--- src/rtl/bkpt_trigger.sv ---
module bkpt_trigger #(
  parameter int W   = 32,
  parameter int NPC = 4
) (
  input  logic         clk,
  input  logic         rst_n,
  input  logic         cfg_we,
  input  logic [3:0]   cfg_idx,
  input  logic [W-1:0] cfg_wdata,
  output logic [W-1:0] cfg_rdata,
  input  logic         bus_addr_vld,
  input  logic [W-1:0] bus_addr,
  input  logic         bus_data_vld,
  input  logic [W-1:0] bus_data,
  input  logic         pc_vld,
  input  logic [W-1:0] pc,
  output logic         halt_req,
  output logic         dbg_irq
);
  localparam int IDX_PC0  = 4;
  localparam int IDX_PCM  = IDX_PC0 + NPC;
  localparam int IDX_CTL  = IDX_PCM + 1;
  localparam int CW       = 9;

  logic [W-1:0] a_q, am_q, d_q, dm_q, pcm_q;
  logic [W-1:0] pc_q [NPC];
  logic [CW-1:0] ctl_q;
  logic armed;

  logic en, two, act;
  logic [2:0] sel1, sel2;
  assign en   = ctl_q[0];
  assign sel1 = ctl_q[3:1];
  assign sel2 = ctl_q[6:4];
  assign two  = ctl_q[7];
  assign act  = ctl_q[8];

  logic ctl_wr;
  assign ctl_wr = cfg_we && (int'(cfg_idx) == IDX_CTL);

  logic a_hit, d_hit, p_hit;
  logic [NPC-1:0] pc_m;
  assign a_hit = bus_addr_vld && (((bus_addr ^ a_q) & ~am_q) == '0);
  assign d_hit = bus_data_vld && (((bus_data ^ d_q) & ~dm_q) == '0);

  for (genvar i = 0; i < NPC; i++) begin : g_pc
    assign pc_m[i] = (((pc ^ pc_q[i]) & ~pcm_q) == '0);
  end
  assign p_hit = pc_vld && (|pc_m);

  function automatic logic lvl(input logic [2:0] s, input logic ah, input logic dh, input logic ph);
    return (s != 3'b000) && (!s[0] || ah) && (!s[1] || dh) && (!s[2] || ph);
  endfunction

  logic hit1, hit2, fire, arm;
  assign hit1 = lvl(sel1, a_hit, d_hit, p_hit);
  assign hit2 = lvl(sel2, a_hit, d_hit, p_hit);
  assign fire = en && !ctl_wr && (two ? (armed && hit2) : hit1);
  assign arm  = en && !ctl_wr && two && !armed && hit1;

  always_ff @(posedge clk) begin
    if (!rst_n) begin
      a_q <= '0; am_q <= '0; d_q <= '0; dm_q <= '0; pcm_q <= '0;
      for (int i = 0; i < NPC; i++) pc_q[i] <= '0;
    end else if (cfg_we) begin
      if (cfg_idx == 4'd0) a_q  <= cfg_wdata;
      if (cfg_idx == 4'd1) am_q <= cfg_wdata;
      if (cfg_idx == 4'd2) d_q  <= cfg_wdata;
      if (cfg_idx == 4'd3) dm_q <= cfg_wdata;
      if (int'(cfg_idx) == IDX_PCM) pcm_q <= cfg_wdata;
      for (int i = 0; i < NPC; i++)
        if (int'(cfg_idx) == IDX_PC0 + i) pc_q[i] <= cfg_wdata;
    end
  end

  always_ff @(posedge clk) begin
    if (!rst_n) begin
      ctl_q    <= '0;
      armed    <= 1'b0;
      halt_req <= 1'b0;
      dbg_irq  <= 1'b0;
    end else begin
      halt_req <= fire && !act;
      dbg_irq  <= fire && act;
      if (ctl_wr) begin
        ctl_q <= cfg_wdata[CW-1:0];
        armed <= 1'b0;
      end else if (fire) begin
        ctl_q[0] <= 1'b0;
        armed    <= 1'b0;
      end else if (arm) begin
        armed <= 1'b1;
      end
    end
  end

  always_comb begin
    cfg_rdata = '0;
    case (int'(cfg_idx))
      0: cfg_rdata = a_q;
      1: cfg_rdata = am_q;
      2: cfg_rdata = d_q;
      3: cfg_rdata = dm_q;
      IDX_PCM: cfg_rdata = pcm_q;
      IDX_CTL: cfg_rdata = W'({armed, ctl_q});
      default: begin
        for (int i = 0; i < NPC; i++)
          if (int'(cfg_idx) == IDX_PC0 + i) cfg_rdata = pc_q[i];
      end
    endcase
  end
endmodule

--- config.mk ---
export PLATFORM = sky130hd
export DESIGN_NAME = bkpt_trigger
export DESIGN_NICKNAME = d
export VERILOG_FILES = /design/src/rtl/bkpt_trigger.sv
export SDC_FILE = /design/constraint.sdc
export NUM_CORES = 1
export LEC_CHECK = 0
export ABC_AREA = 1
export BUFFER_PORTS_ARGS = -buffer_cell sky130_fd_sc_hd__clkbuf_2
export CAP_MARGIN = 25
export CORE_MARGIN = 2
export CORE_UTILIZATION = 54
export CTS_CLUSTER_SIZE = 25
export DETAILED_ROUTE_END_ITERATION = 10
export PLACE_DENSITY_LB_ADDON = 0.3
export SYNTH_ARGS = -nofsm -noshare
export SYNTH_HDL_FRONTEND = slang
export SYNTH_SLANG_ARGS = --single-unit
--- constraint.sdc ---
create_clock -name clk -period 4.17 [get_ports clk]
set_input_delay 0.834 -clock clk [delete_from_list [all_inputs] [get_ports clk]]
set_output_delay 0.834 -clock clk [all_outputs]
set_load 0.02 [all_outputs]
# Word level (Yosys, flattened, before mapping)
# Memories as Yosys holds them, arrays and structs flattened.
# Index checks and enable logic that the tools add are counted.
[word_totals] output_inout_bits=34 inputBits=138 mem_bits_ro=0 elab_cells=121 ram_bits=128 n_memories=1 latchBits=0 register_bits=172
[op_classes] n_lt_le_gt_ge=0 shifts=0 n_mux=29 n_mul=0 bitwise_logic=20 n_div=0 eq_ne=11 n_reduce_logical=50 n_addsub=0
[memory_table] name="pc_q" depth=4 word_bits=32 read_ports=4 rd_ports_with_merged_regs=0 wr=4 line="26" text="logic [W-1:0] pc_q [NPC];"
[op_table] cell="two-way mux 32 bit" count=8
[op_table] cell="AND 32 bit" count=6
[op_table] cell="logical NOT 32 bit" count=6
[op_table] cell="one-hot mux 32 bit (6 select lines)" count=1
[op_table] cell="XOR 32 bit" count=6
[op_table] cell="NOT 32 bit" count=3
[op_table] cell="== test 4 bit (second input constant)" count=8
[op_table] cell="two-way mux 1 bit" count=20
[op_table] cell="logical AND 1 bit" count=18
[op_table] cell="AND reduction 2 bit" count=5
[op_table] cell="logical NOT 1 bit" count=9
[op_table] cell="== test 4 x 2 -> 1 bit (second input constant)" count=2
[op_table] cell="logical OR 1 bit" count=6
[op_table] cell="nonzero test 3 bit" count=2
[op_table] cell="== test 4 x 1 -> 1 bit (second input constant)" count=1
[op_table] cell="logical NOT 4 bit" count=1
[op_table] cell="OR 1 bit" count=4
[op_table] cell="OR reduction 4 bit" count=1
[op_table] cell="OR reduction 3 bit" count=1
[op_table] cell="nonzero test 2 bit" count=1
[op_table] cell="NOT 1 bit" count=1

# Depth between registers and ports, before layout
# Gate-level depths: netlist of run 1.
[logic_depth] word_depth=13 ltp_mapped=15 ltp_nobuf=15

# Least setup slack after synthesis of run 1
# OpenSTA, ideal clock, no wires.
[synth_path] kind="input -> register" startpoint="input cfg_idx[2]" endpoint="memory pc_q[1][0] (enable)" cell_stages=8 setup_time_ps=466 setup_slack_ps=-238 n_path_buf=2 required_ps=3704 t_arrival_ps=3943 path_cell_list="inv_1 -> nor2_1 -> inv_2 -> nor2_2 -> inv_1 -> buf_2 -> buf_2 -> o21ai_0"
[synth_rtl] element="start: declaration" line="8" text="input logic [3:0] cfg_idx,"
[synth_rtl] element="end: declaration" line="26"

# Final worst setup path of run 1
[layout_path] startpoint="input cfg_idx[1]" endpoint="output cfg_rdata[15]"
[layout_via] elab_chain_len=6 elab_cells_between_ends=15 cone_classes="eq/ne: 9; mux: 5; reduce/logical: 1"
[layout_lines] element="== test 4 bit" line="108" text="if (int'(cfg_idx) == IDX_PC0 + i) cfg_rdata = pc_q[i];"
[layout_lines] element="two-way mux 32 bit (4 in series)" line="108"
[layout_lines] element="one-hot mux 32 bit (6 select lines) (*)" line="99" text="case (int'(cfg_idx))"
[layout_lines] element="end: declaration" line="10" text="output logic [W-1:0] cfg_rdata,"
# Mark *: on every way between the ends. The rest lies on a longest branch, timed or not.

==> results.toml, run 1 <==
[cts]
insertion_delay_ps = 510
htree_num_levels = 2
cts_tree = "yes"
clock-sinks = 300
cts_buffers = 35
cts_root_buf = "clkbuf_16"
postCtsResizedCells = 0
postCtsHoldBufs = 0
cts.path.max_buffers = 3
path_clk_slew_ps = 60
post-cts-setup-buffer-count = 0

[grt]
grt_pass1_vias = 14200
grt_max_degree = 98
overflow = 0
grt_antenna_before_repair = 3
grt_pass1_wl_mm = 80.5
gr-usage-all-layers_pct = 34.2

[detailed_routing]
drt_iter0_markers = 2124
ant_nets = 0
avgViaCountPerCell = 5.74
wl_mm = 54.5
drc = 0
dr.pass1.iters = 7
vias = 16100
avgRoutedWirePerCell_um = 19.4

[finish]
syn_to_final_growth_pct = 15.5
fillerInstances = 2611
drive_gt1_share_pct = 13.6
mostFrequentLayoutCells = "nand2_1, inv_1, nor2_1"
nNetsFinal = 2539
layout_commonest_cell = "nand2_1"

[sta]
fin_ws_ps = 537
slew-limit-headroom_pct = 30.8
max_freq_mhz = 275
tns_ps = 0
rsz0062_at_grt = "false"
period_needed_ps = 3630
finClkSkew_ps = 20.0
slew_viol_final = 0
setup_viol = 0
finalHoldViolCount = 0
finalCritPeriodShare_pct = 87.1
worst_pin_slew_ps = 1040

[placement]
port_buffers = 171
dp.final_hpwl_mm = 39.6
pre_cts_ws_ps = 678
globalplace.congestion = 0.973

[yosys]
synth.distinct_cells = 30
syn-num-nets = 2390
syn_area_um2 = 15900
yosys_register_bits = 300
yosysSeqAreaShare_pct = 45.7
syn-instance-count = 2252
async_flop_share_pct = 0
synth-edff-count = 128
synth-main-ff-cell = "dfxtp_1"
yosys_warnings = 0
avgSynthCellArea_um2 = 7.08

[run]
drv_cap = 0

[die]
die_w_um = 176
start_util_pct = 55.2
die_y_um = 176
core_area_um2 = 28900
num_rows = 62
io_pins = 172
die-area_um2 = 30900

[setup_path]
slowest_delay_ps = 520
start_kind = "primary input"
cpMaxStageDelayCell = "a211oi_1"
arrival_ps = 2800
cp_max_fo = 32
worstPathRequired_ps = 3340
crit_chain = "clkbuf_2, nor2_1, inv_1, nor2_1, inv_1, buf_4, o22ai_1, a211oi_1, o211ai_1, clkbuf_2"
crit_path_end_kind = "primary output"
path_class = "in2out"

[pwr]
cellLeakagePower_nw = 8.02
vdd_drop_max_mv = 0.321
power.density_nw_per_um2 = 388

[status]
status = "completed"

[hold_path]
hold_class = "reg2reg"
[state kept, by name, summed over array words and instances, names as in the netlist]
register  flops
pc_q        128
a_q          32
am_q         32
d_q          32
dm_q         32
pcm_q        32
ctl_q         9
armed         1
dbg_irq       1
halt_req      1
[worst max-delay path, delay by kind of cell]
kind | cells | cell delay (ps)
AOI/OAI and AO/OA | 3 | 890
buffers and inverters | 5 | 870
and+or+nand+nor | 2 | 180
[through the flow]
stage | instance area [um2] | hold slack (ps) | cells | power (W) | utilization, %
detailed placement | 17200 | 436 | 2746 | 0.00411 | 59.7
finish | 18400 | 446 | 2811 | 0.00714 | 63.8
floorplan | 15900 | 406 | 2252 | 0.00375 | -
CTS | 18400 | 447 | 2806 | 0.00711 | 63.6
global route | 18400 | 473 | 2809 | 0.00734 | 63.8
global placement | 17200 | 431 | 2746 | 0.00409 | 59.7
[cell type report]
type                    instances  area [um2]  share of cell area (%)
clock buffers                  50        1000                    5.44
clock inverters                10         130                   0.707
flip-flops and latches        300        7290                    39.6
inverters                     368        1380                    7.50
multi-input cells            1492        6970                    37.8
well taps                     384         480                    2.61
diodes                          3        7.51                  0.0408
repair buffers                204        1160                    6.28
[routing by layer]
| metal | up-vias | track usage [%] | part of all wire [%] |
|---|---|---|---|
| li1 | 7700 | - | - |
| met1 | 7342 | 49.5 | 41 |
| met2 | 990 | 51.8 | 43 |
| met3 | 106 | 7.51 | 13 |
| met4 | 0 | 9.54 | 2.7 |
| met5 | - | 0 | 0 |
[worst paths after layout]
kind                               from               endpoint  slack, ps  depth (start not counted)
setup / recovery             cfg_idx[1]          cfg_rdata[15]        540                         10
setup reg to reg  pcm_q[4]$_SDFFE_PN0P_  ctl_q[0]$_SDFFE_PN0P_       1920                         13
hold / removal    ctl_q[8]$_SDFFE_PN0P_    halt_req$_SDFF_PN0_        450                          1
hold reg to reg   ctl_q[8]$_SDFFE_PN0P_    halt_req$_SDFF_PN0_        450                          1
[synthesized netlist by cell type, types with 5 or more instances]
cell type	count	share of area [%]
o21ai_1	14	0.44
o22ai_1	98	3.8
buf_1	6	0.14
a21oi_1	217	6.8
nand3_1	144	4.5
o211ai_1	30	1.4
nor2_1	279	6.6
nand2_1	465	11
or2_0	5	0.20
a211oi_1	23	1.1
inv_2	58	1.4
nand4_1	5	0.20
edfxtp_1	128	24
o21ai_0	174	5.5
buf_2	14	0.44
dfxtp_1	172	22
inv_1	309	7.3
xor2_1	10	0.55
clkbuf_1	72	1.7
nor3_1	10	0.31
a221oi_1	7	0.38
[logic make-up (layout without fill, tap and decap cells)]
family,Yosys count,after routing,synth area share (%)
AOI/OAI and AO/OA,567,567,19.7
xor gates and xnor gates,11,11,0.605
DFF,300,300,45.7
and+or+nand+nor,914,914,23.1
other,0,3,0
buffers and inverters,460,632,10.9
[report_power, final]
part	leakage, nW	total [W]	internal (W)	switching, W
clock	0.562	0.00306	0.00185	0.00121
combinational	4.84	0.000834	0.000253	0.000581
sequential	2.62	0.00324	0.00317	0.0000679
total	8.02	0.00714	0.00528	0.00186
Note: power is estimated with default switching activity, not from simulation.
==> run 2: changes to the inputs <==
Settings changed: CORE_ASPECT_RATIO set to 1.4.
==> run 2 against run 1 <==
Critical endpoint is now cfg_rdata[12]. Register-to-register slack improved by 90 ps. Sequential share of layout area increased by 0.24 points. Cell area is 0.60% lower. Flip-flop and latch count stayed put. Global-route usage grew 0.30 points. Critical path depth increased by 1. Clock skew decreased by 9.0 ps. Clock power decreased by 8.2%. Fmax about the same.
==> results.toml, run 2 (synthesis gave the netlist of run 1 again) <==
[sta]
tns_ps = 0
finalHoldViolCount = 0
max_freq_mhz = 275
fin_ws_ps = 538
setup_viol = 0
period_needed_ps = 3630
worst_pin_slew_ps = 1060
slew-limit-headroom_pct = 29.4
slew_viol_final = 0
rsz0062_at_grt = "false"
finClkSkew_ps = 10.9
finalCritPeriodShare_pct = 87.1

[pwr]
p_int_w = 0.00505
pwr-share-comb_pct = 12.1
power.density_nw_per_um2 = 376
p_sw_w = 0.00183
vdd_drop_max_mv = 0.335
clkPwrFrac_pct = 40.8
sequentialPowerShare_pct = 47.1
swShare_pct = 26.6
cellLeakagePower_nw = 7.96

[detailed_routing]
ant_nets = 0
drt_iter0_markers = 1626
dr.pass1.iters = 6
avgRoutedWirePerCell_um = 19.3
vias = 16100
drc = 0
wl_mm = 54.0
avgViaCountPerCell = 5.74

[grt]
grt_max_degree = 142
grt_antenna_before_repair = 4
gr-usage-all-layers_pct = 34.5
grt_pass1_wl_mm = 82.4
grt_pass1_vias = 15200
overflow = 0

[cts]
postCtsHoldBufs = 0
clock-sinks = 300
insertion_delay_ps = 580
htree_num_levels = 1
cts_root_buf = "clkbuf_16"
cts_tree = "yes"
cts.path.max_buffers = 3
postCtsResizedCells = 0
cts_buffers = 30
path_clk_slew_ps = 60
post-cts-setup-buffer-count = 0

[setup_path]
crit_path_end_kind = "primary output"
worstPathRequired_ps = 3340
cp_max_fo = 12
start_kind = "primary input"
arrival_ps = 2800
r2r_setup_slack_ps = 2010
path_class = "in2out"

[finish]
mostFrequentLayoutCells = "nand2_1, inv_1, nor2_1"
nNetsFinal = 2534
syn_to_final_growth_pct = 14.8
fillerInstances = 2652
top_register = "pc_q"
largest_reg_flops = 128
utilization_pct = 63.0
layout_commonest_cell = "nand2_1"
drive_gt1_share_pct = 13.3
final_cell_area_um2 = 18300

[hold_path]
hold_class = "reg2reg"

[placement]
place_area_um2 = 17300
globalplace.congestion = 0.993
pre_cts_ws_ps = 579
port_buffers = 171
dp.final_hpwl_mm = 39.2

[die]
die_w_um = 149
start_util_pct = 54.8
die-area_um2 = 30900
die_y_um = 207
num_rows = 74
core_area_um2 = 29100
io_pins = 172

[run]
drv_cap = 0

[status]
status = "completed"
[run 2: layer usage]
| metal | wire (um) | up-vias | track usage [%] | share of wire [%] |
|---|---|---|---|---|
| met3 | 5420 | 170 | 4.84 | 10 |
| met5 | 0 | - | 0 | 0 |
| met1 | 21000 | 7369 | 46.4 | 39 |
| li1 | - | 7698 | - | - |
| met2 | 24500 | 850 | 53.8 | 45 |
| met4 | 3160 | 0 | 18.9 | 5.8 |
[run 2: final timing paths]
check | startpoint | to | depth (start not counted)
setup / recovery | cfg_idx[2] | cfg_rdata[12] | 11
hold / removal | ctl_q[8]$_SDFFE_PN0P_ | halt_req$_SDFF_PN0_ | 1
setup reg to reg | pcm_q[4]$_SDFFE_PN0P_ | ctl_q[0]$_SDFFE_PN0P_ | 13
hold reg to reg | ctl_q[8]$_SDFFE_PN0P_ | halt_req$_SDFF_PN0_ | 1
[run 2: through the flow]
step	total power, W	hold WS [ps]	std cells
after CTS	0.00687	431	2799
after global routing	0.00708	465	2802
after floorplan	0.00375	406	2252
final	0.00688	431	2803
after detailed placement	0.00411	421	2743
after global placement	0.00409	423	2743
[run 2: critical path: stages]
cell and delay [ps]:
clkbuf_2 100, inv_1 40, nor2_1 200, inv_2 100
nor2_2 310, inv_1 320, buf_4 300, o22ai_1 150
a21oi_1 60, o211ai_1 150, clkbuf_2 220
[run 2: cell type report]
class	count	area, um2	share of cell area (%)
Clock buffer	52	962	5.26
Inverter	368	1380	7.55
Timing Repair Buffer	204	1170	6.38
Tap cell	380	475	2.60
Multi-Input combinational cell	1492	6970	38.1
Sequential cell	300	7290	39.8
Clock inverter	4	52.6	0.287
Antenna cell	3	7.51	0.0410
[run 2: power groups by stage]
| stage | logic [W] | clock network (W) | registers, W |
|---|---|---|---|
| after CTS | 0.000818 | 0.00281 | 0.00324 |
| after global placement | 0.000798 | 0 | 0.00330 |
| after global routing | 0.000913 | 0.00292 | 0.00325 |
| final | 0.000834 | 0.00281 | 0.00324 |
| after detailed placement | 0.000812 | 0 | 0.00330 |
| after floorplan | 0.000469 | 0 | 0.00329 |
